==> config.mk <==
export PLATFORM = sky130hd
export DESIGN_NAME = phase_shift_stepper
export DESIGN_NICKNAME = d
export VERILOG_FILES = /design/src/rtl/phase_step_pkg.sv /design/src/rtl/phase_step_ctrl.sv /design/src/rtl/phase_value_dp.sv /design/src/rtl/phase_shift_stepper.sv
export SDC_FILE = /design/constraint.sdc
export NUM_CORES = 1
export LEC_CHECK = 0
export ABC_AREA = 0
export BUFFER_PORTS_ARGS = -buffer_cell sky130_fd_sc_hd__clkbuf_2
export CORE_ASPECT_RATIO = 1.4
export CORE_UTILIZATION = 50
export DETAILED_ROUTE_END_ITERATION = 7
export HOLD_SLACK_MARGIN = 0.08
export PLACE_DENSITY = 0.75
export SYNTH_ARGS = -nofsm -noshare
export SYNTH_HDL_FRONTEND = slang
export SYNTH_SLANG_ARGS = --single-unit
==> constraint.sdc <==
create_clock -name psClk -period 5.1 [get_ports psClk]
set_input_delay 0.255 -clock psClk [delete_from_list [all_inputs] [get_ports psClk]]
set_output_delay 0.255 -clock psClk [all_outputs]
set_load 0.1 [all_outputs]
==> src/rtl/phase_step_pkg.sv <==
package phase_step_pkg;
  typedef enum logic [1:0] {
    PS_NONE  = 2'b00,
    PS_FIXED = 2'b01,
    PS_VAR   = 2'b10,
    PS_RSVD  = 2'b11
  } psMode_e;

  typedef struct packed {
    logic load;
    logic inc;
    logic dec;
  } stepStrobe_t;
endpackage

==> src/rtl/phase_step_ctrl.sv <==
module phase_step_ctrl
  import phase_step_pkg::*;
#(
  parameter int DONE_LAT = 3
) (
  input  logic        psClk,
  input  logic        psRst,
  input  logic        isVar,
  input  logic        stepEn,
  input  logic        stepUp,
  output stepStrobe_t stb,
  output logic        stepDone
);
  localparam int CNT_W = $clog2(DONE_LAT + 1);
  localparam logic [CNT_W-1:0] CNT_END = CNT_W'(DONE_LAT);

  logic             busy;
  logic             dirUp;
  logic [CNT_W-1:0] cnt;
  logic             fire;

  assign fire = busy && (cnt == CNT_END);

  always_ff @(posedge psClk) begin
    if (psRst) begin
      busy     <= 1'b0;
      dirUp    <= 1'b0;
      cnt      <= '0;
      stepDone <= 1'b0;
    end else begin
      stepDone <= fire;
      if (fire) begin
        busy <= 1'b0;
      end else if (busy) begin
        cnt <= cnt + CNT_W'(1);
      end else if (stepEn && isVar) begin
        busy  <= 1'b1;
        cnt   <= CNT_W'(1);
        dirUp <= stepUp;
      end
    end
  end

  always_comb begin
    stb.load = psRst;
    stb.inc  = fire && dirUp;
    stb.dec  = fire && !dirUp;
  end

  // acknowledge lasts a single cycle
  p_done_single_r5: assert property (@(posedge psClk) disable iff (psRst)
    stepDone |=> !stepDone);

  // an acknowledge only follows a busy step
  p_done_after_busy_r2: assert property (@(posedge psClk) disable iff (psRst)
    $rose(stepDone) |-> $past(busy));

  // a request during a busy step does not restart the count
  p_busy_ignore_r6: assert property (@(posedge psClk) disable iff (psRst)
    (busy && stepEn && !fire) |=> (busy && cnt == $past(cnt) + CNT_W'(1)));

  // the direction is frozen while busy
  p_dir_frozen_r10: assert property (@(posedge psClk) disable iff (psRst)
    (busy && !fire) |=> $stable(dirUp));
endmodule

==> src/rtl/phase_value_dp.sv <==
module phase_value_dp
  import phase_step_pkg::*;
#(
  parameter int VAL_W     = 10,
  parameter int MAX_SHIFT = 255
) (
  input  logic                    psClk,
  input  stepStrobe_t             stb,
  input  logic                    isFixed,
  input  logic                    isNone,
  input  logic signed [VAL_W-1:0] fixedInit,
  output logic signed [VAL_W-1:0] phaseVal
);
  localparam logic signed [VAL_W-1:0] POS_LIM = VAL_W'(MAX_SHIFT);
  localparam logic signed [VAL_W-1:0] NEG_LIM = -POS_LIM;

  logic signed [VAL_W-1:0] initClamped;

  always_comb begin
    if (fixedInit > POS_LIM)      initClamped = POS_LIM;
    else if (fixedInit < NEG_LIM) initClamped = NEG_LIM;
    else                          initClamped = fixedInit;
  end

  always_ff @(posedge psClk) begin
    if (stb.load) begin
      phaseVal <= isFixed ? initClamped : '0;
    end else if (isNone) begin
      phaseVal <= '0;
    end else if (stb.inc && (phaseVal < POS_LIM)) begin
      phaseVal <= phaseVal + VAL_W'(1);
    end else if (stb.dec && (phaseVal > NEG_LIM)) begin
      phaseVal <= phaseVal - VAL_W'(1);
    end
  end

  // the value stays inside the allowed range
  p_range_r4: assert property (@(posedge psClk) disable iff (stb.load)
    (phaseVal <= POS_LIM) && (phaseVal >= NEG_LIM));

  // a step at the upper limit does not wrap
  p_no_overflow_r4: assert property (@(posedge psClk) disable iff (stb.load)
    (stb.inc && !isNone && phaseVal == POS_LIM) |=> (phaseVal == POS_LIM));

  // a step at the lower limit does not wrap
  p_no_underflow_r4: assert property (@(posedge psClk) disable iff (stb.load)
    (stb.dec && !isNone && phaseVal == NEG_LIM) |=> (phaseVal == NEG_LIM));

  // no-shift mode forces zero
  p_none_zero_r8: assert property (@(posedge psClk) disable iff (stb.load)
    isNone |=> (phaseVal == '0));

  // without a step strobe the value holds
  p_hold_r7: assert property (@(posedge psClk) disable iff (stb.load)
    (!stb.inc && !stb.dec && !isNone) |=> $stable(phaseVal));
endmodule

==> src/rtl/phase_shift_stepper.sv <==
module phase_shift_stepper
  import phase_step_pkg::*;
#(
  parameter int VAL_W     = 10,
  parameter int MAX_SHIFT = 255,
  parameter int DONE_LAT  = 3
) (
  input  logic                    psClk,
  input  logic                    psRst,
  input  logic [1:0]              modeSel,
  input  logic signed [VAL_W-1:0] fixedInit,
  input  logic                    stepEn,
  input  logic                    stepUp,
  output logic signed [VAL_W-1:0] phaseVal,
  output logic                    stepDone
);
  psMode_e     mode;
  stepStrobe_t stb;
  logic        isVar, isFixed, isNone;

  assign mode    = psMode_e'(modeSel);
  assign isVar   = (mode == PS_VAR);
  assign isFixed = (mode == PS_FIXED);
  assign isNone  = (mode == PS_NONE) || (mode == PS_RSVD);

  phase_step_ctrl #(.DONE_LAT(DONE_LAT)) i_ctrl (
    .psClk    (psClk),
    .psRst    (psRst),
    .isVar    (isVar),
    .stepEn   (stepEn),
    .stepUp   (stepUp),
    .stb      (stb),
    .stepDone (stepDone)
  );

  phase_value_dp #(.VAL_W(VAL_W), .MAX_SHIFT(MAX_SHIFT)) i_dp (
    .psClk     (psClk),
    .stb       (stb),
    .isFixed   (isFixed),
    .isNone    (isNone),
    .fixedInit (fixedInit),
    .phaseVal  (phaseVal)
  );
endmodule

==> flow_metrics.tcl <==
set metrics [dict create \
    crit_path_top_delay_cell "a211oi_1" \
    slowest_delay_ns 0.35 \
    cp_common_cell "ha_1" \
    fin_skew_ns 0.00724 \
    reg2reg_from "i_ctrl.cnt[0]" \
    first_iter_violations 34 \
    setup_viol 0 \
    r2r_setup_slack_ns 2.24 \
    cts_made_buffers 3 \
    port_buffers 26 \
    cts_tree "yes" \
    syn_nets 159 \
    gp_congestion 0.979 \
    antenna_found_initial 0 \
    dieArea_um2 2510 \
    synth_commonest_cells "a21oi_1 (13), ha_1 (12), nor2_1 (12)" \
    core-area_um2 2180 \
    post_cts_buffers 0 \
    synth_flop_cell "edfxtp_1" \
    grt_pass1_vias 1024 \
    layout.nets 188 \
    ys_warn_count 0 \
    io_pins 27 \
    layout-drive-gt1-share_pct 22.8 \
    rsz0062_at_grt "false" \
    cp_data_required_time_ns 5.14 \
    synthesis.area_um2 1160 \
    cts-root-buf "clkbuf_4" \
    ctsHoldBuffers 0 \
    maxSlewViolCount 0 \
    n_antenna_cell 0 \
    critPathCaptureType "flip-flop" \
    yosysTopAreaCellShare_pct 26.0 \
    via_per_inst 6.21 \
    syn_inst 130 \
    routedWlPerCell_um 15.5 \
    synth_cell_types 33 \
    hpwlAfterDp_mm 2.27 \
    overflow 0 \
    worstHoldEndpoint "i_ctrl.dirUp" \
    routed_wl_mm 2.79 \
    leakagePower_nw 0.580 \
    syn_to_final_growth_pct 15.7 \
    fin_crit_sh_pct 56.0 \
    syn_avg_cell_area_um2 8.89 \
    num_rows 20 \
    htree_levels 1 \
    hold_class "in2reg" \
    crit_arrival_ns 2.90 \
    cts_num_sinks 15 \
    yosysTopAreaCell "edfxtp_1" \
    synth.most_common_cell "a21oi_1" \
    r2r_cells 11 \
    synth-edff-count 10 \
    cp-start-kind "flip-flop" \
    timing_hold_violations_final 0 \
    max-slew-margin-rel_pct 49.6 \
    clkTransAtPathRegs_ns 0.09 \
    timing.setup.tns_ns 0 \
    regToRegEndpoint "i_dp.phaseVal[7]" \
    tightest_slew_ns 0.755 \
    worstPathMaxFanout 9 \
    crit_path_cell_trace "ha_1 > and3_1 > o211ai_1 > a21boi_0 > buf_4 > ha_1 > a211oi_1 > o21ai_1 > a21oi_1 > xor2_1 > o22ai_1" \
    ys_ff_latch 15 \
    peakVddDrop_mv 0.235 \
    grt_max_degree 11 \
    start_util_pct 53.1 \
    worst-setup-path-type "reg2reg" \
    powerDensity_nw_per_um2 402 \
    synth.area.top_cells "edfxtp_1 (26%), ha_1 (13%), dfxtp_1 (8.7%), a21oi_1 (5.6%), nor2_1 (3.9%)" \
    fin_hold_ws_ns 0.188 \
    drcViolationCount 0 \
    hold_start "stepUp" \
    hold_depth 3 \
    synthArstFlopShare_pct 0 \
    outcome "finished clean" \
    min_period_ns 2.86 \
    post_cts_resized 0 \
    clk_path_buf_depth 2 \
    clock.fmax_mhz 350 \
    ys_seq_area_share_pct 34.6 \
    die_w_um 42.6 \
    grt_pass1_wl_mm 4.36 \
    vias 1117 \
    fillers 215 \
    track_usage_pct 23.4 \
    first_pass_iters 4 \
    drv_cap 0 \
    die_h_um 58.9 \
    clk_latency_ns 0.29 \
    ant_nets 0 \
]
==> worst max-delay path by stage <==
stage | endpoint | slack (ns) | startpoint | cells after the start
6_report | i_dp.phaseVal[7] | 2.24 | i_ctrl.cnt[0] | 11
5_1_grt | i_dp.phaseVal[7] | 1.99 | i_dp.phaseVal[0] | 10
4_1_cts | i_dp.phaseVal[7] | 2.24 | i_ctrl.cnt[0] | 11
3_5_place_dp | i_dp.phaseVal[7] | 2.26 | i_dp.phaseVal[1] | 10
3_3_place_gp | i_dp.phaseVal[7] | 2.33 | i_dp.phaseVal[0] | 10
2_1_floorplan | i_dp.phaseVal[7] | 1.44 | i_dp.phaseVal[0] | 9
==> registers in the layout, indices dropped and copies added, names as in the netlist <==
name and count:
i_dp.phaseVal 10, i_ctrl.stepDone 1, i_ctrl.dirUp 1, i_ctrl.cnt 2, i_ctrl.busy 1
==> placed cells by master, fill, tap and decap left out, drive strengths merged <==
| master | instances |
|---|---|
| clkbuf | 29 |
| a21oi | 13 |
| nor2 | 12 |
| ha | 12 |
| edfxtp | 10 |
| nand2 | 9 |
| o21ai | 8 |
| inv | 7 |
| nor3 | 7 |
| o22ai | 7 |
| xor2 | 5 |
| dfxtp | 5 |
| o211ai | 4 |
| nor2b | 3 |
| a211oi | 3 |
| a21o | 3 |
| nand4 | 2 |
| nor4 | 2 |
| nand3 | 2 |
| o32ai | 2 |
| xnor2 | 2 |
| and3 | 1 |
| a21boi | 1 |
| or2 | 1 |
| a31oi | 1 |
| o21bai | 1 |
| or4 | 1 |
| o41ai | 1 |
| a22oi | 1 |
| fa | 1 |
| clkinv | 1 |
| buf | 1 |
==> cells by family after synthesis <==
group	Yosys count	share of synthesized area (%)
compound gates	45	25.5
xor+xnor	7	5.30
fa+ha+maj	13	14.7
buf+inv	10	3.25
flops	15	34.6
simple gates	40	16.6
==> worst max-delay path, delay by kind of cell (launching register included) <==
kind	cells	cell delay, ns
compound gates	6	1.20
simple gates	1	0.19
buf+inv	1	0.20
xor+xnor	1	0.18
fa+ha+maj	2	0.49
flops	1	0.34
==> metal layers <==
| metal | vias to the layer above | global-route usage (%) | part of all wire, % |
|---|---|---|---|
| li1 | 552 | - | - |
| met1 | 501 | 24.9 | 37 |
| met2 | 51 | 44.8 | 54 |
| met3 | 13 | 1.84 | 4.7 |
| met4 | 0 | 11.6 | 4.8 |
| met5 | - | 0 | 0 |
==> metrics by stage <==
step	total power (W)	instance area (µm²)	util [%]	setup slack [ns]	instances
6_report	0.000537	1340	61.4	2.24	180
5_1_grt	0.000564	1340	61.4	1.99	180
4_1_cts	0.000538	1340	61.4	2.24	180
3_5_place_dp	0.000468	1310	60.2	2.26	176
2_1_floorplan	0.000414	1160	-	1.44	130
3_3_place_gp	0.000463	1310	60.2	2.33	176
==> where the power goes <==
group          total (W)  internal, W  switching, W
clock          0.0000693    0.0000292     0.0000401
sequential      0.000176     0.000152     0.0000243
combinational   0.000292    0.0000856      0.000206
total           0.000537     0.000267      0.000270
==> final cells by class <==
class	instances	area (µm²)	share of cell area (%)
Inverter	7	26.3	1.96
Tap cell	22	27.5	2.06
Timing Repair Buffer	27	138	10.3
Clock buffer	3	22.5	1.68
Clock inverter	1	5.00	0.374
Sequential cell	15	400	29.9
Multi-Input combinational cell	105	718	53.7
(Power assumes the default switching activity.)
